$ cat config.mk
export PLATFORM = sky130hd
export DESIGN_NAME = lookahead_alu
export DESIGN_NICKNAME = d
export VERILOG_FILES = /design/src/rtl/alu_pkg.sv /design/src/rtl/alu_bit_gp.sv /design/src/rtl/alu_grp_merge.sv /design/src/rtl/alu_carry_cell.sv /design/src/rtl/alu_ripple_seg.sv /design/src/rtl/lookahead_alu.sv
export SDC_FILE = /design/constraint.sdc
export NUM_CORES = 1
export LEC_CHECK = 0
export BUFFER_PORTS_ARGS = -buffer_cell sky130_fd_sc_hd__buf_4
export CORE_ASPECT_RATIO = 0.7
export CORE_UTILIZATION = 59
export DETAILED_ROUTE_END_ITERATION = 6
export GPL_ROUTABILITY_DRIVEN = 0
export PLACE_DENSITY = 0.85
export REMOVE_ABC_BUFFERS = 1
export SLEW_MARGIN = 20
export SYNTH_ARGS = -nofsm -noshare
export SYNTH_HDL_FRONTEND = slang
export SYNTH_HIERARCHICAL = 1
export SYNTH_SLANG_ARGS = --single-unit
$ cat constraint.sdc
create_clock -name clk -period 3.2 [get_ports clk]
set_input_delay 0.32 -clock clk [delete_from_list [all_inputs] [get_ports clk]]
set_output_delay 0.32 -clock clk [all_outputs]
set_load 0.02 [all_outputs]
$ cat src/rtl/alu_pkg.sv
package alu_pkg;
    localparam int ALU_W = 8;
    localparam int SEG_W = 2;
    localparam int NSEG  = ALU_W / SEG_W;

    typedef struct packed {
        logic g;
        logic p;
    } gp_t;

    typedef enum logic [1:0] {
        LOP_AND = 2'b00,
        LOP_OR  = 2'b01,
        LOP_XOR = 2'b10,
        LOP_NOR = 2'b11
    } lop_e;

    typedef struct packed {
        logic [ALU_W-1:0] res;
        logic             cy;
    } alu_out_t;
endpackage

$ cat src/rtl/alu_bit_gp.sv
module alu_bit_gp
    import alu_pkg::*;
(
    input  logic a,
    input  logic b,
    input  logic tz,
    output gp_t  gp
);
    always_comb begin
        gp.g = (~tz & a & b) | (tz & a);
        gp.p = (~tz & (a ^ b)) | (tz & b);
    end
endmodule

$ cat src/rtl/alu_grp_merge.sv
module alu_grp_merge
    import alu_pkg::*;
(
    input  gp_t hi,
    input  gp_t lo,
    output gp_t grp
);
    always_comb begin
        grp.g = hi.g | (hi.p & lo.g);
        grp.p = hi.p & lo.p;
    end
endmodule

$ cat src/rtl/alu_carry_cell.sv
module alu_carry_cell
    import alu_pkg::*;
(
    input  gp_t  grp,
    input  logic c_in,
    output logic c_out
);
    always_comb c_out = (grp.g & ~grp.p) | (grp.p & c_in);
endmodule

$ cat src/rtl/alu_ripple_seg.sv
module alu_ripple_seg #(
    parameter int W = 2
) (
    input  logic [W-1:0] a,
    input  logic [W-1:0] b,
    input  logic         c_in,
    output logic [W-1:0] s
);
    logic [W-1:0] c;
    assign c[0] = c_in;
    for (genvar i = 0; i < W; i++) begin : g_bit
        assign s[i] = a[i] ^ b[i] ^ c[i];
        if (i < W - 1) begin : g_chain
            assign c[i+1] = (a[i] & b[i]) | (c[i] & (a[i] ^ b[i]));
        end
    end
endmodule

$ cat src/rtl/lookahead_alu.sv
module lookahead_alu
    import alu_pkg::*;
(
    input  logic             clk,
    input  logic             rst_n,
    input  logic [ALU_W-1:0] op_a,
    input  logic [ALU_W-1:0] op_b,
    input  logic             cin,
    input  logic [1:0]       lop_sel,
    input  logic             mode_arith,
    input  logic             test_z,
    output logic [ALU_W-1:0] res_q,
    output logic             cout_q
);
    gp_t              bit_gp [ALU_W];
    gp_t              lvl1   [NSEG];
    gp_t              lvl2   [NSEG/2];
    logic [NSEG-1:0]  seg_c;
    logic             c_top;
    logic [ALU_W-1:0] sum;
    logic [ALU_W-1:0] lres;
    alu_out_t         out_d, out_q;

    for (genvar i = 0; i < ALU_W; i++) begin : g_gp
        alu_bit_gp u_gp (.a(op_a[i]), .b(op_b[i]), .tz(test_z), .gp(bit_gp[i]));
    end

    for (genvar k = 0; k < NSEG; k++) begin : g_l1
        alu_grp_merge u_m (.hi(bit_gp[2*k+1]), .lo(bit_gp[2*k]), .grp(lvl1[k]));
    end

    for (genvar k = 0; k < NSEG/2; k++) begin : g_l2
        alu_grp_merge u_m (.hi(lvl1[2*k+1]), .lo(lvl1[2*k]), .grp(lvl2[k]));
    end

    assign seg_c[0] = cin;
    alu_carry_cell u_c2 (.grp(lvl1[0]), .c_in(cin),      .c_out(seg_c[1]));
    alu_carry_cell u_c4 (.grp(lvl2[0]), .c_in(cin),      .c_out(seg_c[2]));
    alu_carry_cell u_c6 (.grp(lvl1[2]), .c_in(seg_c[2]), .c_out(seg_c[3]));
    alu_carry_cell u_c8 (.grp(lvl2[1]), .c_in(seg_c[2]), .c_out(c_top));

    for (genvar k = 0; k < NSEG; k++) begin : g_seg
        alu_ripple_seg #(.W(SEG_W)) u_seg (
            .a   (op_a[k*SEG_W +: SEG_W]),
            .b   (op_b[k*SEG_W +: SEG_W]),
            .c_in(seg_c[k]),
            .s   (sum[k*SEG_W +: SEG_W])
        );
    end

    always_comb begin
        unique case (lop_e'(lop_sel))
            LOP_AND: lres = op_a & op_b;
            LOP_OR:  lres = op_a | op_b;
            LOP_XOR: lres = op_a ^ op_b;
            default: lres = ~(op_a | op_b);
        endcase
        out_d.res = mode_arith ? sum : lres;
        out_d.cy  = mode_arith & c_top;
    end

    always_ff @(posedge clk) begin
        if (!rst_n) out_q <= '0;
        else        out_q <= out_d;
    end

    assign res_q  = out_q.res;
    assign cout_q = out_q.cy;

    logic gp11_any;
    always_comb begin
        gp11_any = 1'b0;
        for (int k = 0; k < NSEG; k++)   gp11_any |= lvl1[k].g & lvl1[k].p;
        for (int k = 0; k < NSEG/2; k++) gp11_any |= lvl2[k].g & lvl2[k].p;
    end

    AST_NO_GP11: assert property (@(posedge clk) disable iff (!rst_n)
        !test_z |-> !gp11_any);
    AST_RESET_CLEAR: assert property (@(posedge clk)
        !rst_n |=> (res_q == '0 && !cout_q));
    AST_LOGIC_NO_CARRY: assert property (@(posedge clk) disable iff (!rst_n)
        !mode_arith |=> !cout_q);
    AST_ADD_EXACT: assert property (@(posedge clk) disable iff (!rst_n)
        (mode_arith && !test_z) |=>
        ({cout_q, res_q} == ({1'b0, $past(op_a)} + {1'b0, $past(op_b)} + {8'd0, $past(cin)})));
    AST_AND_OP: assert property (@(posedge clk) disable iff (!rst_n)
        (!mode_arith && lop_sel == 2'b00) |=> res_q == ($past(op_a) & $past(op_b)));
endmodule

Word level (Yosys, flattened, before mapping). Cells that the tools add are included.

Bits of input ports: 23. ROM bits: 0. Memories kept: 0. Output and inout bits: 9. Memory bits (writable): 0. Flip-flop bits (word level): 9. Bits in latches: 0.

Magnitude comparators: 0. Equality and inequality tests: 2. Multipliers: 0. Div/mod/pow operators: 0. Bitwise logic cells: 124. Add/sub/neg operators: 0. Mux-type cells: 2. Reductions and logical operators: 1. Shift operators: 0.

Operator list (number): $and 1x1->1 (69); $or 1x1->1 (30); $pmux 8 s3 (1); $xor 1x1->1 (16); $and 8x8->8 (1); $mux 8 (1); $not 8->8 (1); $or 8x8->8 (1); $xor 8x8->8 (1); $not 1->1 (5); $eq 2x1->1 const B (1); $eq 2x2->1 const B (1); $logic_not 2->1 (1).

Longest topological paths before layout. Gate-level depths: netlist (run 1).

Depth after elaboration: 16. Depth in mapped cells: 11. Mapped depth without buffers: 11.

Modules after synthesis. The synthesis (run 1) kept the hierarchy.

By module, submodules not included: lookahead_alu (sequential area each 180.2 um2, cells each 90, times used 1, area each 809.5 um2); alu_bit_gp (sequential area each 0.0 um2, cells each 3, times used 8, area each 37.5 um2); alu_ripple_seg (sequential area each 0.0 um2, cells each 6, times used 4, area each 57.6 um2); alu_grp_merge (sequential area each 0.0 um2, cells each 2, times used 6, area each 15.0 um2); alu_carry_cell (sequential area each 0.0 um2, cells each 1, times used 4, area each 15.0 um2).

Least setup slack after synthesis (run 1). No wires, ideal clock.

Kind: input-to-reg. From: input test_z. To: register out_q (netlist bit res_q[7]). Library setup time: 0.133 ns. Cell stages on the path: 11. Setup slack: 0.991 ns. Arrival: 2.076 ns. Buffers on the path: 0. Required time: 3.067 ns. Path through: nand2b_4 -> xnor2_2 -> and2_2 -> and2_2 -> mux2_4 -> mux2_4 -> inv_1 -> fa_1 -> xnor3_1 -> nand3_1 -> o221ai_1.

RTL lines: start, declared (line lookahead_alu.sv:11) `input logic test_z,`; end signal, assigned (line lookahead_alu.sv:64) `else out_q <= out_d;`; end, declared (line lookahead_alu.sv:22) `alu_out_t out_d, out_q;`.

==> out/metrics.yaml, run 1 <==
vias_per_cell: 5.227
crit_type: "in2reg"
rows: 14
port-buffer-count: 31
synth_compound_area_share_pct: 13.77
detail_route.wl_per_cell_um: 14.13
die-area_mm2: 0.002734
placedCellCount: 212
synth_top_family_by_area: "adder cells"
slew_headroom_pct: 80.33
synthCells: 154
cts_resized: 0
slew_viol_final: 0
critical_path_arrival_ns: 2.36
worst_pin_slew_ns: 0.2950
stdcell_count: 216
hpwl_um: 2407
hold_buffers: 0
status: "finished clean"
critPathRequiredTime_ns: 3.35
min_period_ns: 2.203
root_buffer: "clkbuf_4"
pin_count: 32
ant_nets: 0
async_flop_share_pct: 0
synth_warnings: 6
cp-end-kind: "flip-flop"
synth-simple-area-share_pct: 17.21
syn_area_per_cell_um2: 9.676
antenna_found_initial: 0
setup_viol: 0
drc: 0
n_antenna_cell: 0
peakVddDrop_mv: 0.1864
area_growth_pct: 16.04
path_max_fanout: 16
synth_edf_count: 0
hold_viol_final: 0
synth_xor_area_share_pct: 14.78
power_leakage_nw: 1.004
drtIter0Drc: 42
max_cap_viol_count: 0
path_clk_slew_ns: 0.07
cts_htree_levels: 1
startpoint_type: "input port"
synth_flop_cell: "dfxtp_1"
num_vias: 1129
fmax_mhz: 454.0
first_pass_iters: 4
cts.path.max_buffers: 2
cts_setup_buffers: 0
final_cell_mix: "inv_1 (34), buf_4 (31), ha_1 (16)"
fp.dieW_um: 62.07
critPathLaunch: "test_z"
tns_ns: 0
grt_pass1_wl_um: 5216
cts_tree: "yes"
grt_use_total_pct: 26.95
setup_slack_ns: 0.9974
ys_seq_area_share_pct: 12.09
min_from: "mode_arith"
initial_core_util_pct: 65.95
dp_slack_ns: 0.7060
p_per_area_mw_per_mm2: 273.8
post-route-period-util_pct: 68.83
synthAdderAreaFrac_pct: 18.81
cts.sinks: 9
hold_path.class: "in2reg"
drive_above_1_share_pct: 34.24
cts_buffers: 3
drt-total-wl_um: 3053
final_common_cell: "inv_1"
layout.nets: 228
die_y_um: 44.05
yosys-mux-area-fraction_pct: 10.75
grt_pass1_vias: 1230
rsz0062_at_grt: "no"
synth.cell_area_mm2: 0.001490
coreArea_mm2: 0.002260
grt_max_degree: 23
grt_overflow: 0
synth-seq-cells: 9
ys_types: 25
[cell usage after synthesis, types with 6 or more instances]
cell type | count | area, um2
nand3_1 | 8 | 40.04
o21ai_1 | 6 | 30.03
ha_1 | 16 | 200.2
o21a_1 | 8 | 60.06
and2_2 | 6 | 45.04
a21o_1 | 6 | 45.04
nand2_1 | 6 | 22.52
dfxtp_1 | 9 | 180.2
o221ai_1 | 8 | 70.07
xnor2_2 | 8 | 130.1
mux2i_1 | 10 | 100.1
inv_1 | 34 | 127.6
nand2b_4 | 8 | 110.1
[logic make-up after synthesis]
kind of cell / after synthesis
AOI/OAI and AO/OA: 28
xor gates and xnor gates: 12
DFF: 9
and+or+nand+nor: 32
buffers and inverters: 39
muxes: 14
adders and majority gates: 20
[through the flow]
| step | power (mW) | instance area, um2 | hold slack, ns | util [%] |
|---|---|---|---|---|
| floorplan | 0.2850 | 1430 | 0.4597 | - |
| global placement | 0.3658 | 1703 | 0.6637 | 75.36 |
| detailed placement | 0.3796 | 1703 | 0.6798 | 75.36 |
| CTS | 0.4805 | 1729 | 0.3875 | 76.52 |
| global route | 0.5083 | 1729 | 0.3922 | 76.52 |
| finish | 0.4735 | 1729 | 0.3914 | 76.52 |
[flip-flops by register name, indices dropped and copies added, names as in the netlist]
name and count:
res_q 8, cout_q 1
[layer usage]
layer	global-route usage, %	vias up	share of wire, %	wire length [um]
met2	50.00	34	53	1623
li1	-	568	-	-
met1	30.20	524	40	1227
met4	8.889	0	0.52	16
met5	0	-	0	0
met3	5.848	3	6.1	185
[worst paths after layout]
kind                        to  slack, ns  cells after the start
worst max-delay path  res_q[7]        1.0                     12
worst min-delay path  res_q[5]       0.39                      3
[worst max-delay path: stages]
cell	delay [ns]
buf_4	0.17
nand2b_4	0.16
xnor2_2	0.12
and2_2	0.21
and2_2	0.20
mux2_4	0.31
mux2_4	0.25
inv_1	0.06
fa_1	0.17
xnor3_1	0.21
nand3_1	0.09
o221ai_1	0.09
[where the power goes]
part	switching, mW	total, mW	internal, mW
clock network	0.0497	0.0981	0.0484
registers	0.00326	0.129	0.125
logic	0.118	0.247	0.128
[layout make-up]
| cell class | count | area, um2 |
|---|---|---|
| flip-flops and latches | 9 | 180.2 |
| fillers | 173 | 530.5 |
| repair buffers | 31 | 232.7 |
| clock buffers | 4 | 26.28 |
| multi-input cells | 106 | 1122 |
| inverters | 34 | 127.6 |
| well taps | 32 | 40.04 |
Note: power is estimated with default switching activity, not from simulation.
==> run 2, diff against run 1 <==
CORE_UTILIZATION = 50   (was 59)
PLACE_DENSITY = 0.77   (was 0.85)
clock period = 1.91 ns   (was 3.2 ns; I/O delays follow)
==> out/metrics.yaml, run 2 (same netlist as run 1, synthesis figures left out) <==
slew_viol_final: 0  # unchanged
vias_per_cell: 4.991  # -4.5%
seq_power_share_pct: 23.7  # -3.5 points
grt_pass1_vias: 1033  # -16%
path_clk_slew_ns: 0.05  # -0.02 ns
utilization_pct: 67.42  # -9.1 points
area_growth_pct: 27.71
fmax_mhz: 511.2
drtIter0Drc: 36  # -14%
min_period_ns: 1.956
cp-end-kind: "flip-flop"
multi_input_area_mm2: 0.001151  # +2.6%
layout.nets: 242  # +6.1%
rows: 16  # +2
cts_htree_levels: 1  # unchanged
drt-total-wl_um: 3130  # +2.5%
n_antenna_cell: 0  # unchanged
rsz0062_at_grt: "yes"
num_vias: 1168  # +3.5%
path_max_fanout: 7  # -9
cts.path.max_buffers: 2  # unchanged
initial_core_util_pct: 52.79  # -13 points
antenna_found_initial: 0  # unchanged
p_switching_mw: 0.3093  # +80%
violations: "setup timing"
hold_buffers: 0  # unchanged
critPathBufInv: 3  # +1
critical_path_arrival_ns: 2.07  # -0.29 ns
p_per_area_mw_per_mm2: 482.1  # +76%
power_leakage_nw: 1.089  # +8.4%
slowest_delay_ns: 0.27  # -0.04 ns
fp.dieW_um: 67.25  # +8.3%
setup_viol: 2  # +2
final_cell_mix: "buf_4 (43), inv_1 (32), ha_1 (16)"
nFillCells: 217  # +25%
cts_buffers: 3  # unchanged
peakVddDrop_mv: 0.4315  # +130%
critPathRequiredTime_ns: 2.02  # -1.33 ns
hold_viol_final: 0  # unchanged
pin_count: 32  # unchanged
crit_type: "in2reg"
port-buffer-count: 31  # unchanged
cp_top_family: "compound AO/OA/AOI/OAI gates"
max_cap_viol_count: 0  # unchanged
power_mw: 0.9174  # +94%
first_pass_iters: 4  # unchanged
grt_use_total_pct: 20.74  # -6.2 points
ant_nets: 0  # unchanged
hpwl_um: 2457  # +2.1%
cts.sinks: 9  # unchanged
startpoint_type: "input port"
worst_pin_slew_ns: 0.2921  # -0.002877 ns
drive_above_1_share_pct: 41.41  # +7.2 points
detail_route.wl_per_cell_um: 13.38  # -5.4%
post-route-period-util_pct: 102.4
final_common_cell: "buf_4"
coreArea_mm2: 0.002823  # +25%
grt_pass1_wl_um: 4692  # -10%
whs_path_depth: 3  # unchanged
clockPowerShare_pct: 26.2  # +5.5 points
setup_slack_ns: -0.04620  # -1.044 ns
largest_register_ffs: 8  # unchanged
seqCellArea_um2: 180.2  # unchanged
die_y_um: 47.68  # +8.2%
hold_path.class: "in2reg"
slowest_stage: "mux2_4"
switching_share_pct: 33.72  # -2.5 points
status: "finished, violations left"
p_int_mw: 0.6081  # +100%
cp_num_cells: 12  # unchanged
cp_cell_sequence: "buf_12, buf_6, o21a_1, a21o_1, a21o_1, mux2_4, mux2_4, inv_2, fa_2, xnor3_1, nand3_1, o221ai_1"
grt_overflow: 0  # unchanged
grt_max_degree: 23  # unchanged
die-area_mm2: 0.003206  # +17%
comb_power_share_pct: 50.1  # -2.0 points
cts_tree: "yes"
drc: 0  # unchanged
slew_headroom_pct: 80.53  # +0.19 points
root_buffer: "clkbuf_8"
==> run 2: changes by cell type in the layout (fill, tap and decap cells not counted), moves of 2 or more <==
cell | before | now
buf_4 | 31 | 43
and2_2 | 6 | 3
and2_4 | 0 | 3
clkbuf_4 | 3 | 0
clkbuf_8 | 0 | 3
inv_1 | 34 | 32
inv_2 | 0 | 2
==> run 2: power groups by stage <==
stage          clock network [mW]  registers [mW]  logic [mW]
2_1_floorplan                   0           0.249       0.229
3_3_place_gp                    0           0.220       0.419
3_5_place_dp                    0           0.221       0.438
4_1_cts                     0.250           0.218       0.449
5_1_grt                     0.256           0.219       0.501
6_report                    0.241           0.217       0.460
==> run 2: through the flow <==
stage | cells | hold slack [ns] | setup TNS [ns] | instance area (um2) | worst slack, ns
after global routing | 234 | 0.3222 | -0.2350 | 1903 | -0.1170
after global placement | 229 | 0.5405 | -1.290 | 1805 | -0.3480
final | 234 | 0.3055 | -0.07242 | 1903 | -0.04620
after CTS | 233 | 0.2936 | -0.1218 | 1871 | -0.06467
after detailed placement | 229 | 0.5461 | -1.565 | 1805 | -0.4060
after floorplan | 149 | 0.3307 | -0.3213 | 1430 | -0.1695
==> run 2: path summary, 6_finish.rpt <==
| check | startpoint | endpoint |
|---|---|---|
| setup / recovery | test_z | res_q[7] |
| hold / removal | mode_arith | res_q[3] |
==> run 2: area by class of cell <==
cell class,instances,area share [%]
clock buffers,4,2.367
repair buffers,45,18.61
multi-input cells,106,60.49
inverters,34,6.706
well taps,36,2.367
flip-flops and latches,9,9.467
==> run 2: routing by layer <==
metal  global-route usage, %  vias to the layer above  routed length [um]
met1                   24.29                      550                1350
met3                   5.714                        2                 135
li1                        -                      594                   -
met5                       0                        -                   0
met2                   38.40                       22                1621
met4                   5.106                        0                  23
==> run 2: repair_timing <==
action / 4_1_cts / 5_1_grt
setup buffers: 0 / 1
hold endpoints to repair: 0 / 0
resized for setup: 8 / 5
pin swaps: 2 / 1
setup endpoints to repair: 4 / 4
==> run 3, diff against run 2 <==
PLACE_DENSITY = default   (was 0.77)
PLACE_DENSITY_LB_ADDON = 0.1   (was default)
==> out/metrics.yaml, run 3 (same netlist as run 1, synthesis figures left out) <==
antenna_found_initial: 0  # unchanged
comb_power_share_pct: 50.2  # about the same
setup_viol: 2  # unchanged
startpoint_type: "input port"
hpwl_um: 2518  # +2.5%
hold_viol_final: 0  # unchanged
fp.dieW_um: 67.25  # unchanged
grt_pass1_vias: 1116  # +8.0%
peakVddDrop_mv: 0.3931  # -8.9%
first_pass_iters: 4  # unchanged
vias_per_cell: 5.120  # +2.6%
pin_count: 32  # unchanged
rows: 16  # unchanged
layout.nets: 241  # -0.41%
switching_share_pct: 32.88  # -0.84 points
coreArea_mm2: 0.002823  # unchanged
initial_core_util_pct: 52.79  # unchanged
cts.path.max_buffers: 2  # unchanged
die-area_mm2: 0.003206  # unchanged
fmax_mhz: 504.5  # -1.3%
power_mw: 0.8944  # -2.5%
violations: "setup timing"
cts_buffers: 3  # unchanged
grt_use_total_pct: 21.48  # +0.74 points
detail_route.wl_per_cell_um: 13.21  # -1.2%
grt_max_degree: 23  # unchanged
cts.sinks: 9  # unchanged
drt-total-wl_um: 3079  # -1.6%
largest_register_ffs: 8  # unchanged
final_cell_mix: "buf_4 (42), inv_1 (33), ha_1 (16)"
p_per_area_mw_per_mm2: 477.2  # -1.0%
drc: 0  # unchanged
critical_path_arrival_ns: 2.10  # +0.03 ns
slew_headroom_pct: 80.22  # -0.31 points
seqCellArea_um2: 180.2  # unchanged
grt_pass1_wl_um: 4926  # +5.0%
num_vias: 1193  # +2.1%
port-buffer-count: 31  # unchanged
root_buffer: "clkbuf_8"
slew_viol_final: 0  # unchanged
hold_buffers: 0  # unchanged
drtIter0Drc: 64  # +78%
placedCellCount: 229  # unchanged
p_int_mw: 0.6003  # -1.3%
p_switching_mw: 0.2941  # -4.9%
stdcell_count: 233  # -0.43%
power_leakage_nw: 1.081  # -0.75%
dp_slack_ns: -0.4289  # -0.02288 ns
rsz0062_at_grt: "yes"
path_clk_slew_ns: 0.05  # about the same
area_growth_pct: 25.78
critPathRequiredTime_ns: 2.02  # about the same
worst_pin_slew_ns: 0.2967  # +0.004595 ns
min_period_ns: 1.982  # +0.02597 ns
hold_path.class: "in2reg"
multi_input_area_mm2: 0.001135  # -1.4%
cp-end-kind: "flip-flop"
crit_type: "in2reg"
status: "finished, violations left"
cts_htree_levels: 1  # unchanged
whs_ns: 0.2956  # -0.009916 ns
clockPowerShare_pct: 25.5  # -0.7 points
seq_power_share_pct: 24.2  # +0.5 points
cts_setup_buffers: 0  # unchanged
ant_nets: 0  # unchanged
n_antenna_cell: 0  # unchanged
post-route-period-util_pct: 103.8  # +1.4 points
grt_overflow: 0  # unchanged
nFillCells: 230  # +6.0%
final_common_cell: "buf_4"
setup_slack_ns: -0.07217  # -0.02597 ns
die_y_um: 47.68  # unchanged
cts_tree: "yes"
path_max_fanout: 6  # -1
max_cap_viol_count: 0  # unchanged
drive_above_1_share_pct: 40.10  # -1.3 points
run 3: changes by cell type in the layout (fill, tap and decap cells not counted), sizes merged:
cell  before  now
buf       45   44
run 3: path summary, 6_finish.rpt:
path	start	depth (start not counted)	to	slack [ns]
max	test_z	12	res_q[7]	-0.07
min	mode_arith	3	res_q[5]	0.30
run 3: metrics by stage:
step,utilization [%],area (um2),setup TNS [ns]
global placement,63.96,1805,-1.320
global route,66.40,1874,-0.2664
detailed placement,63.96,1805,-1.590
finish,66.40,1874,-0.1323
CTS,66.05,1864,-0.1970
floorplan,-,1430,-0.3213
run 3: routing by layer:
| layer | vias up | routed length [um] | GRT usage [%] |
|---|---|---|---|
| met4 | 0 | 25 | 5.106 |
| met2 | 29 | 1530 | 37.60 |
| li1 | 594 | - | - |
| met3 | 4 | 146 | 5.714 |
| met1 | 566 | 1376 | 26.90 |
| met5 | - | 0 | 0 |
run 3: area by class of cell:
| class | count | area share, % |
|---|---|---|
| clock buffers | 4 | 2.403 |
| flip-flops and latches | 9 | 9.613 |
| multi-input cells | 106 | 60.55 |
| repair buffers | 44 | 18.22 |
| inverters | 34 | 6.809 |
| well taps | 36 | 2.403 |
run 3: critical path, cell delays in order:
cell,delay (ns)
buf_8,0.11
nand2b_4,0.14
xnor2_2,0.15
and2_4,0.17
and2_4,0.13
mux2_4,0.29
mux2_4,0.26
inv_2,0.06
fa_2,0.19
xnor3_1,0.22
nand3_1,0.10
o221ai_2,0.08
run 3: timing repair:
action                     CTS  global route
setup endpoints to repair    4             3
resized for setup            7             2
pin swaps                    4             3
hold endpoints to repair     0             0
run 3: power by group through the flow:
stage / logic, mW / clock network (mW) / registers (mW)
floorplan: 0.229 / 0 / 0.249
global placement: 0.421 / 0 / 0.220
detailed placement: 0.441 / 0 / 0.220
CTS: 0.450 / 0.236 / 0.217
global route: 0.494 / 0.252 / 0.219
finish: 0.449 / 0.228 / 0.217
